File: config.mk
export PLATFORM = sky130hd
export DESIGN_NAME = modrm_addr_decoder
export DESIGN_NICKNAME = d
export VERILOG_FILES = /design/src/rtl/modrm_dec_pkg.sv /design/src/rtl/modrm_parse_fsm.sv /design/src/rtl/modrm_ea_calc.sv /design/src/rtl/modrm_addr_decoder.sv
export SDC_FILE = /design/constraint.sdc
export NUM_CORES = 1
export LEC_CHECK = 0
export BUFFER_PORTS_ARGS = -buffer_cell sky130_fd_sc_hd__buf_2
export CAP_MARGIN = 5
export CORE_ASPECT_RATIO = 0.7
export CORE_MARGIN = 2
export CORE_UTILIZATION = 47
export CTS_CLUSTER_SIZE = 8
export DETAILED_ROUTE_END_ITERATION = 7
export GPL_ROUTABILITY_DRIVEN = 0
export PLACE_DENSITY = 0.79
export SLEW_MARGIN = 20
export SYNTH_ARGS = -nofsm -noshare
export SYNTH_HDL_FRONTEND = slang
export SYNTH_SLANG_ARGS = --single-unit
File: constraint.sdc
create_clock -name clk -period 4.3 [get_ports clk]
set_clock_uncertainty 0.05 [all_clocks]
set_input_delay 0.43 -clock clk [delete_from_list [all_inputs] [get_ports clk]]
set_output_delay 0.43 -clock clk [all_outputs]
set_load 0.05 [all_outputs]
File: src/rtl/modrm_dec_pkg.sv
package modrm_dec_pkg;

    typedef enum logic [1:0] {
        ST_IDLE = 2'd0,
        ST_SIB  = 2'd1,
        ST_DISP = 2'd2
    } parse_st_e;

    typedef enum logic [1:0] {
        MD_IND0   = 2'd0,
        MD_IND8   = 2'd1,
        MD_IND32  = 2'd2,
        MD_DIRECT = 2'd3
    } mode_e;

    localparam logic [2:0] RM_SIB_ESC = 3'd4;
    localparam logic [2:0] RM_NOBASE  = 3'd5;
    localparam logic [2:0] IDX_NONE   = 3'd4;
    localparam logic [2:0] SIB_NOBASE = 3'd5;
    localparam logic [2:0] WIDE_BYTES = 3'd4;

    typedef struct packed {
        mode_e      mode;
        logic [2:0] reg_f;
        logic [2:0] rm;
    } modrm_t;

    typedef struct packed {
        logic [1:0] scale;
        logic [2:0] index;
        logic [2:0] base;
    } sib_t;

    typedef struct packed {
        logic       direct;
        logic       base_en;
        logic [2:0] base;
        logic       idx_en;
        logic [2:0] index;
        logic [1:0] scale;
    } amode_t;

    function automatic logic [2:0] disp_count(mode_e m);
        case (m)
            MD_IND8:  return 3'd1;
            MD_IND32: return WIDE_BYTES;
            default:  return 3'd0;
        endcase
    endfunction

endpackage

File: src/rtl/modrm_parse_fsm.sv
module modrm_parse_fsm
    import modrm_dec_pkg::*;
#(
    parameter int XLEN = 32
) (
    input  logic            clk,
    input  logic            rst,
    input  logic            start,
    input  logic            byte_valid,
    input  logic [7:0]      byte_in,
    output logic            done,
    output logic [2:0]      len,
    output logic [2:0]      reg_f,
    output logic [2:0]      rm_f,
    output amode_t          am,
    output logic [XLEN-1:0] disp
);
    localparam int EXT_W = XLEN - 8;

    parse_st_e       st_q;
    mode_e           mode_q;
    logic [2:0]      left_q;
    logic            wide_q;
    logic            done_q;
    logic [2:0]      len_q;
    logic [2:0]      reg_q;
    logic [2:0]      rm_q;
    amode_t          am_q;
    logic [XLEN-1:0] disp_q;

    modrm_t mr;
    sib_t   sb;
    logic [2:0] mr_cnt;
    logic [2:0] sb_cnt;

    assign mr     = modrm_t'(byte_in);
    assign sb     = sib_t'(byte_in);
    assign mr_cnt = disp_count(mr.mode);
    assign sb_cnt = disp_count(mode_q);

    always_ff @(posedge clk) begin
        if (rst) begin
            st_q   <= ST_IDLE;
            mode_q <= MD_IND0;
            left_q <= '0;
            wide_q <= 1'b0;
            done_q <= 1'b0;
            len_q  <= '0;
            reg_q  <= '0;
            rm_q   <= '0;
            am_q   <= '0;
            disp_q <= '0;
        end else begin
            done_q <= 1'b0;
            if (byte_valid && start) begin
                len_q  <= 3'd1;
                reg_q  <= mr.reg_f;
                rm_q   <= mr.rm;
                mode_q <= mr.mode;
                disp_q <= '0;
                am_q   <= '0;
                wide_q <= (mr.mode == MD_IND32);
                if (mr.mode == MD_DIRECT) begin
                    am_q.direct <= 1'b1;
                    done_q      <= 1'b1;
                    st_q        <= ST_IDLE;
                end else if (mr.rm == RM_SIB_ESC) begin
                    st_q <= ST_SIB;
                end else if (mr.mode == MD_IND0 && mr.rm == RM_NOBASE) begin
                    left_q <= WIDE_BYTES;
                    wide_q <= 1'b1;
                    st_q   <= ST_DISP;
                end else begin
                    am_q.base_en <= 1'b1;
                    am_q.base    <= mr.rm;
                    left_q       <= mr_cnt;
                    if (mr_cnt == 3'd0) begin
                        done_q <= 1'b1;
                        st_q   <= ST_IDLE;
                    end else begin
                        st_q   <= ST_DISP;
                    end
                end
            end else if (byte_valid) begin
                case (st_q)
                    ST_SIB: begin
                        len_q      <= len_q + 3'd1;
                        am_q.scale <= sb.scale;
                        am_q.index <= sb.index;
                        am_q.idx_en <= (sb.index != IDX_NONE);
                        if (mode_q == MD_IND0 && sb.base == SIB_NOBASE) begin
                            left_q <= WIDE_BYTES;
                            wide_q <= 1'b1;
                            st_q   <= ST_DISP;
                        end else begin
                            am_q.base_en <= 1'b1;
                            am_q.base    <= sb.base;
                            left_q       <= sb_cnt;
                            if (sb_cnt == 3'd0) begin
                                done_q <= 1'b1;
                                st_q   <= ST_IDLE;
                            end else begin
                                st_q   <= ST_DISP;
                            end
                        end
                    end
                    ST_DISP: begin
                        len_q  <= len_q + 3'd1;
                        left_q <= left_q - 3'd1;
                        if (wide_q)
                            disp_q <= {byte_in, disp_q[XLEN-1:8]};
                        else
                            disp_q <= {{EXT_W{byte_in[7]}}, byte_in};
                        if (left_q == 3'd1) begin
                            done_q <= 1'b1;
                            st_q   <= ST_IDLE;
                        end
                    end
                    default: ;
                endcase
            end
        end
    end

    assign done  = done_q;
    assign len   = len_q;
    assign reg_f = reg_q;
    assign rm_f  = rm_q;
    assign am    = am_q;
    assign disp  = disp_q;

endmodule

File: src/rtl/modrm_ea_calc.sv
module modrm_ea_calc
    import modrm_dec_pkg::*;
#(
    parameter int XLEN = 32,
    parameter int NREG = 8
) (
    input  amode_t               am,
    input  logic [XLEN-1:0]      disp,
    input  logic [NREG*XLEN-1:0] regs_flat,
    output logic [XLEN-1:0]      ea
);
    logic [XLEN-1:0] rf [NREG];
    logic [XLEN-1:0] base_term;
    logic [XLEN-1:0] idx_term;

    for (genvar k = 0; k < NREG; k++) begin : g_unpack
        assign rf[k] = regs_flat[k*XLEN +: XLEN];
    end

    always_comb begin
        base_term = am.base_en ? rf[am.base] : '0;
        idx_term  = am.idx_en ? (rf[am.index] << am.scale) : '0;
        ea        = am.direct ? '0 : (base_term + idx_term + disp);
    end

endmodule

File: src/rtl/modrm_addr_decoder.sv
module modrm_addr_decoder
    import modrm_dec_pkg::*;
#(
    parameter int XLEN = 32,
    parameter int NREG = 8
) (
    input  logic               clk,
    input  logic               rst,
    input  logic               start,
    input  logic               byte_valid,
    input  logic [7:0]         byte_in,
    input  logic [NREG*XLEN-1:0] regs_in,
    output logic               done,
    output logic [2:0]         len,
    output logic [2:0]         reg_field,
    output logic [2:0]         rm_field,
    output logic               reg_direct,
    output logic               base_valid,
    output logic [2:0]         base_sel,
    output logic               index_valid,
    output logic [2:0]         index_sel,
    output logic [1:0]         scale_sel,
    output logic [XLEN-1:0]    disp,
    output logic [XLEN-1:0]    eff_addr
);
    amode_t am;

    modrm_parse_fsm #(.XLEN(XLEN)) u_fsm (
        .clk        (clk),
        .rst        (rst),
        .start      (start),
        .byte_valid (byte_valid),
        .byte_in    (byte_in),
        .done       (done),
        .len        (len),
        .reg_f      (reg_field),
        .rm_f       (rm_field),
        .am         (am),
        .disp       (disp)
    );

    modrm_ea_calc #(.XLEN(XLEN), .NREG(NREG)) u_ea (
        .am        (am),
        .disp      (disp),
        .regs_flat (regs_in),
        .ea        (eff_addr)
    );

    assign reg_direct  = am.direct;
    assign base_valid  = am.base_en;
    assign base_sel    = am.base;
    assign index_valid = am.idx_en;
    assign index_sel   = am.index;
    assign scale_sel   = am.scale;

endmodule

### Word-level counts from Yosys, hierarchy flattened

Cells that the tools add are included.

| storage, ports and cells | value |
|---|---|
| flip-flop bits (word level) | 61 |
| input port bits | 268 |
| word-level logic and storage cells | 119 |

| cells by class | value |
|---|---|
| $add $sub $neg | 4 |
| order comparisons | 2 |
| eq/ne operators | 15 |
| shift operators | 1 |
| mux-type cells | 57 |
| bitwise operators | 2 |
| reductions and logical operators | 22 |

Operator list:

| cell | number |
|---|---|
| two-way mux 32 bit | 7 |
| binary-select mux 32 bit (select 3 bit) | 2 |
| adder 32 bit | 2 |
| << shifter 32 x 2 -> 32 bit | 1 |
| two-way mux 31 bit | 1 |
| two-way mux 10 bit | 3 |
| two-way mux 1 bit | 20 |
| two-way mux 2 bit | 9 |
| two-way mux 3 bit | 6 |
| one-hot mux 3 bit (2 select lines) | 3 |
| two-way mux 4 bit | 4 |
| AND reduction 3 bit | 3 |
| == test 2 bit (second input constant) | 4 |
| >= comparator 4 bit (second input constant) | 2 |
| inverter 3 -> 4 bit | 2 |
| AND reduction 2 bit | 4 |
| nonzero test 2 bit | 4 |
| == test 2 x 1 -> 1 bit (second input constant) | 3 |
| == test 3 bit (second input constant) | 2 |
| logical NOT 3 bit | 2 |
| logical NOT 2 bit | 2 |
| != test 2 bit (second input constant) | 2 |
| one-hot mux 2 bit (2 select lines) | 1 |
| AND reduction 4 bit | 1 |
| other kinds (10) | 13 |

### Depth between registers and ports, before layout

| logic depth | value |
|---|---|
| word-level depth | 9 |
| depth in mapped cells | 19 |
| depth with buffers taken out | 15 |

### Cells and area by module

A second synthesis with hierarchy kept.

| second synthesis, totals | value |
|---|---|
| cell total of the unflattened synthesis | 1068 |
| area, all modules | 10344.9 um^2 |

By module, submodules not included:

| module | times used | cells each | area each (um^2) | sequential area each (um^2) |
|---|---|---|---|---|
| modrm_ea_calc | 1 | 738 | 7387.1 | 0.0 |
| modrm_parse_fsm | 1 | 330 | 2957.8 | 1221.2 |

### Worst setup path before layout

OpenSTA, ideal clock, no wires.

| timing | value |
|---|---|
| path kind | reg2out |
| start point | register u_fsm.am_q (netlist bit u_fsm.am[2]) |
| end point | output port eff_addr[7] |
| arrival | 5.018 ns |
| data required time | 3.820 ns |
| path slack | -1.198 ns |
| stages on the path, launching flop included | 14 |
| path buffers | 2 |
| cell sequence | dfxtp_1 buf_2 buf_2 mux4_2 mux2i_1 mux2_2 nor3b_1 fa_1 ha_1 fa_1 a211oi_1 or2_1 a21oi_1 a211oi_1 |

| between the ends | value |
|---|---|
| cells in the longest elaborated chain, start to end | 9 |

RTL lines:

| item | line | source |
|---|---|---|
| from (decl) | modrm_parse_fsm.sv:28 | `amode_t am_q;` |
| inverter 3 -> 4 bit (not written as such) | modrm_ea_calc.sv:22 | `idx_term = am.idx_en ? (rf[am.index] << am.scale) : '0;` |
| binary-select mux 32 bit (select 3 bit) | modrm_ea_calc.sv:22 |  |
| two-way mux 32 bit (not written as such) (2 in series) | modrm_ea_calc.sv:22 |  |
| << shifter 32 x 2 -> 32 bit | modrm_ea_calc.sv:22 |  |
| two-way mux 32 bit | modrm_ea_calc.sv:22 |  |
| adder 32 bit (2 in series) | modrm_ea_calc.sv:23 | `ea = am.direct ? '0 : (base_term + idx_term + disp);` |
| two-way mux 32 bit | modrm_ea_calc.sv:23 |  |
| to (decl) | modrm_addr_decoder.sv:24 | `output logic [XLEN-1:0] eff_addr` |

Every way passes these cells. The select of a mux whose other input is x is not followed.

### Worst setup path after layout

| timing | value |
|---|---|
| start point | register u_fsm.am_q (netlist bit u_fsm.am[2]) |
| end point | output port eff_addr[29] |

The elaborated chain is that of the path after synthesis.

==> impl_metrics.prom <==
# TYPE chip_impl_metric gauge
chip_impl_info{name="status",value="finished, violations left"} 1
chip_impl_info{name="failed_checks",value="DRC, setup timing"} 1
chip_impl_info{name="worst_hold_path_type",value="in -> reg"} 1
chip_impl_info{name="critical_path.startpoint_type",value="flip-flop"} 1
chip_impl_info{name="top_delay_family_on_crit_path",value="multiplexers"} 1
chip_impl_metric{name="grt_util_all_layers",unit=""} 0.363
chip_impl_metric{name="num-fill-cells",unit=""} 1346
chip_impl_metric{name="slew-limit-headroom",unit=""} 0.424
chip_impl_metric{name="mappedNetlistNets",unit=""} 1351
chip_impl_metric{name="postCtsHoldBufs",unit=""} 0
chip_impl_metric{name="final-hold-violation-count",unit=""} 0
chip_impl_metric{name="critical_path_max_stage_delay",unit="ps"} 590
chip_impl_metric{name="dp_hpwl",unit="mm"} 32.4
chip_impl_metric{name="vias",unit=""} 11283
chip_impl_metric{name="finalNonFillerCells",unit=""} 1754
chip_impl_metric{name="antenna_violating_nets_post_route",unit=""} 0
chip_impl_metric{name="totalPowerFinal",unit="W"} 0.00233
chip_impl_metric{name="cts-buffers-inserted",unit=""} 9
chip_impl_info{name="tritoncts_clock_tree",value="yes"} 1
chip_impl_metric{name="area_post_placement",unit="sq um"} 13400
chip_impl_metric{name="die_height",unit="um"} 125
chip_impl_metric{name="drt-vias-per-instance",unit=""} 6.43
chip_impl_metric{name="postSynthAreaPerCell",unit="sq um"} 9.79
chip_impl_metric{name="synth.yosys.seq_area_share",unit=""} 0.124
chip_impl_metric{name="clkLatencyLatePin",unit="ps"} 330
chip_impl_metric{name="floorplan.die_area",unit="sq um"} 22200
chip_impl_metric{name="worst_case_register_to_register_setup_slack",unit="ps"} 2160
chip_impl_info{name="synthFlopType",value="dfxtp_1"} 1
chip_impl_metric{name="route.detailed.wl_per_inst",unit="um"} 24.5
chip_impl_metric{name="htree_num_levels",unit=""} 3
chip_impl_metric{name="achievable-frequency",unit="GHz"} 0.191
chip_impl_metric{name="synth.cell_area",unit="sq um"} 9870
chip_impl_metric{name="core.rowCount",unit=""} 44
chip_impl_info{name="critPathCaptureType",value="output port"} 1
chip_impl_metric{name="period_needed",unit="ps"} 5230
chip_impl_metric{name="critPathArrivalTime",unit="ps"} 4750
chip_impl_info{name="final_common_cell",value="buf_2"} 1
chip_impl_metric{name="detailedRoute.firstPassIterationCount",unit=""} 8
chip_impl_metric{name="grt_pass1_vias",unit=""} 10946
chip_impl_metric{name="initial_core_util",unit=""} 0.478
chip_impl_metric{name="synth-async-reset-ratio",unit=""} 0
chip_impl_metric{name="drt_drc_violations_left",unit=""} 1
chip_impl_metric{name="numPortBuffers",unit=""} 352
chip_impl_metric{name="cts.sinks",unit=""} 61
chip_impl_metric{name="critical_path.max_fanout",unit=""} 6
chip_impl_metric{name="setup_viol",unit=""} 28
chip_impl_metric{name="wl",unit="mm"} 43.1
chip_impl_info{name="critPathSlowestCell",value="fa_1"} 1
chip_impl_metric{name="layout-drive-gt1-share",unit=""} 0.587
chip_impl_metric{name="cts.path.max_buffers",unit=""} 2
chip_impl_metric{name="post-place-cells",unit=""} 1699
chip_impl_info{name="path_class",value="reg -> out"} 1
chip_impl_metric{name="number_of_antenna_violations_at_the_first_check_in_global_routing",unit=""} 17
chip_impl_metric{name="p_leak",unit="nW"} 6.11
chip_impl_metric{name="grt_pass1_wl",unit="mm"} 62.1
chip_impl_metric{name="global_route.overflow_total",unit=""} 0
chip_impl_metric{name="pwr_density_cell",unit="nW/um^2"} 155
chip_impl_metric{name="worstPathRequired",unit="ps"} 3820
chip_impl_info{name="worstPathCellList",value="buf_12 -> mux4_2 -> mux2i_4 -> buf_6 -> mux2_4 -> mux2i_1 -> and2_4 -> fa_1 -> ha_4 -> buf_4 -> o21ai_0 -> nand4b_1 -> a31oi_4 -> a21oi_2 -> o21a_1 -> mux2_4 -> buf_6"} 1
chip_impl_metric{name="post_synth_inst_count",unit=""} 1009
chip_impl_metric{name="finish.utilization",unit=""} 0.728
chip_impl_info{name="final_cell_mix",value="buf_2 (323), buf_4 (136), mux4_2 (128)"} 1
chip_impl_metric{name="design.portCount",unit=""} 353
chip_impl_metric{name="cp.buffers_inverters",unit=""} 4
chip_impl_metric{name="floorplan.core_area",unit="sq um"} 20600
chip_impl_metric{name="post-route-cell-area",unit="sq um"} 15000
chip_impl_metric{name="drt_iter0_markers",unit=""} 1449
chip_impl_metric{name="synthesis.yosys.warnings",unit=""} 0
chip_impl_info{name="setup_repair_after_global_routing_missed_its_margin",value="yes"} 1
chip_impl_metric{name="netlist-cell-type-count",unit=""} 55
chip_impl_metric{name="timing_worst_slew_pin_value",unit="ps"} 865
chip_impl_metric{name="synth-seq-cells",unit=""} 61
chip_impl_metric{name="final-max-slew-violation-count",unit=""} 0
chip_impl_metric{name="timing.final.crit_share",unit=""} 1.22
chip_impl_metric{name="floorplan.die.width",unit="um"} 177
chip_impl_metric{name="fin_nets",unit=""} 1800
chip_impl_metric{name="drv_cap",unit=""} 0
chip_impl_metric{name="final_critical_path_setup_slack",unit="ps"} -931
chip_impl_metric{name="syn2layout_area_growth",unit="%"} 52.2
chip_impl_metric{name="maximum_vdd_drop",unit="mV"} 0.170
chip_impl_metric{name="synth-edff-count",unit=""} 0
chip_impl_info{name="root_driver",value="clkbuf_16"} 1
chip_impl_metric{name="grt_start_max_net_pins",unit=""} 42
chip_impl_metric{name="timing.hold.ws",unit="ps"} 355
chip_impl_metric{name="cts.clk_slew.worst_paths",unit="ps"} 50
## layout make-up
class / instances / area, sq um / area share
multi-input combinational: 844 / 9400 / 0.626
timing repair buffer: 522 / 3610 / 0.241
sequential: 61 / 1240 / 0.0825
tap: 276 / 345 / 0.0230
clock buffer: 11 / 253 / 0.0168
inverter: 20 / 75.1 / 0.00500
clock inverter: 5 / 58.8 / 0.00391
antenna: 15 / 37.5 / 0.00250
## worst min-delay path: stages
cell,delay (ps)
buf_2,150
nand2_1,60
a21oi_1,50
## cells in the mapped netlist (4+ instances only)
library cell  count  area [sq um]
a31oi_1           5          31.3
nor3_1           31           155
nand2b_1          7          43.8
a21o_1           11          82.6
mux2_1            7          78.8
o21ai_1          14          70.1
clkbuf_1         46           173
xor2_1            8          70.1
nor2_1           95           357
o21ai_0          18          90.1
ha_1             42           526
nand4_1           6          37.5
mux2i_1         100          1000
o21a_1            4          30.0
mux2_2           27           304
nand3_1           8          40.0
mux4_2          128          2880
and2_1           33           206
nor2b_1          44           275
inv_1            19          71.3
dfxtp_1          61          1220
a211oi_1         17           128
o21bai_1          8          60.1
buf_1            15          56.3
o31ai_1           5          37.5
a21oi_1          75           375
fa_1             32           641
nand2_1          66           248
xnor2_1          16           140
buf_2            22           110
## layer usage
metal	track usage	vias up	wire length [um]
met3	0.123	241	5650
met2	0.562	883	19400
met4	0.133	8	2420
met5	0	-	52
li1	-	4734	-
met1	0.474	5417	15500
## path summary, 6_finish.rpt
kind | start | to | cells after the start
max | u_fsm.am[2]$_SDFFE_PP0P_ | eff_addr[29] | 17
min | byte_in[7] | u_fsm.am[1]$_SDFFE_PP0P_ | 3
max reg2reg | u_fsm.st_q[0]$_SDFFE_PP0P_ | u_fsm.disp[15]$_SDFFE_PP0P_ | 8
min reg2reg | u_fsm.reg_f[1]$_SDFFE_PP0P_ | u_fsm.reg_f[1]$_SDFFE_PP0P_ | 2
## sequential cells by signal (all words and copies together) (netlist names)
register and flops:
u_fsm.disp 32, u_fsm.am 11, u_fsm.left_q 3, u_fsm.len 3, u_fsm.reg_f 3, u_fsm.rm_f 3, u_fsm.mode_q 2, u_fsm.st_q 2
u_fsm.done 1, u_fsm.wide_q 1
## cells by family (layout without fill, tap and decap cells)
| family | count (synthesis) | count (layout) | synth area share |
|---|---|---|---|
| adders and majority gates | 74 | 74 | 0.118 |
| AOI/OAI and AO/OA | 179 | 179 | 0.110 |
| DFF | 61 | 61 | 0.124 |
| xor gates and xnor gates | 24 | 24 | 0.0213 |
| muxes | 263 | 263 | 0.435 |
| other | 0 | 15 | 0 |
| buffers and inverters | 104 | 558 | 0.0431 |
| and+or+nand+nor | 304 | 304 | 0.149 |
## report_power, final
| group | internal (W) | switching, W |
|---|---|---|
| combinational | 0.000446 | 0.000515 |
| clock | 0.000480 | 0.000269 |
| sequential | 0.000586 | 0.0000335 |
| total | 0.00151 | 0.000817 |
## timing repair
action                                  4_1_cts  5_1_grt
endpoints found under the setup margin       27       29
resized for setup                           121      108
buffers inserted                             14       17
endpoints found under the hold margin         0        0
pin swaps                                    30       51
cloned                                        2        0
## stage by stage
stage          TNS, ps  setup slack, ps
4_1_cts         -15960             -815
5_1_grt         -20280             -985
6_report        -17770             -931
3_5_place_dp     -8950             -625
3_3_place_gp     -8070             -581
2_1_floorplan    -1220             -201
No activity file was read; power rests on OpenSTA's default activity.
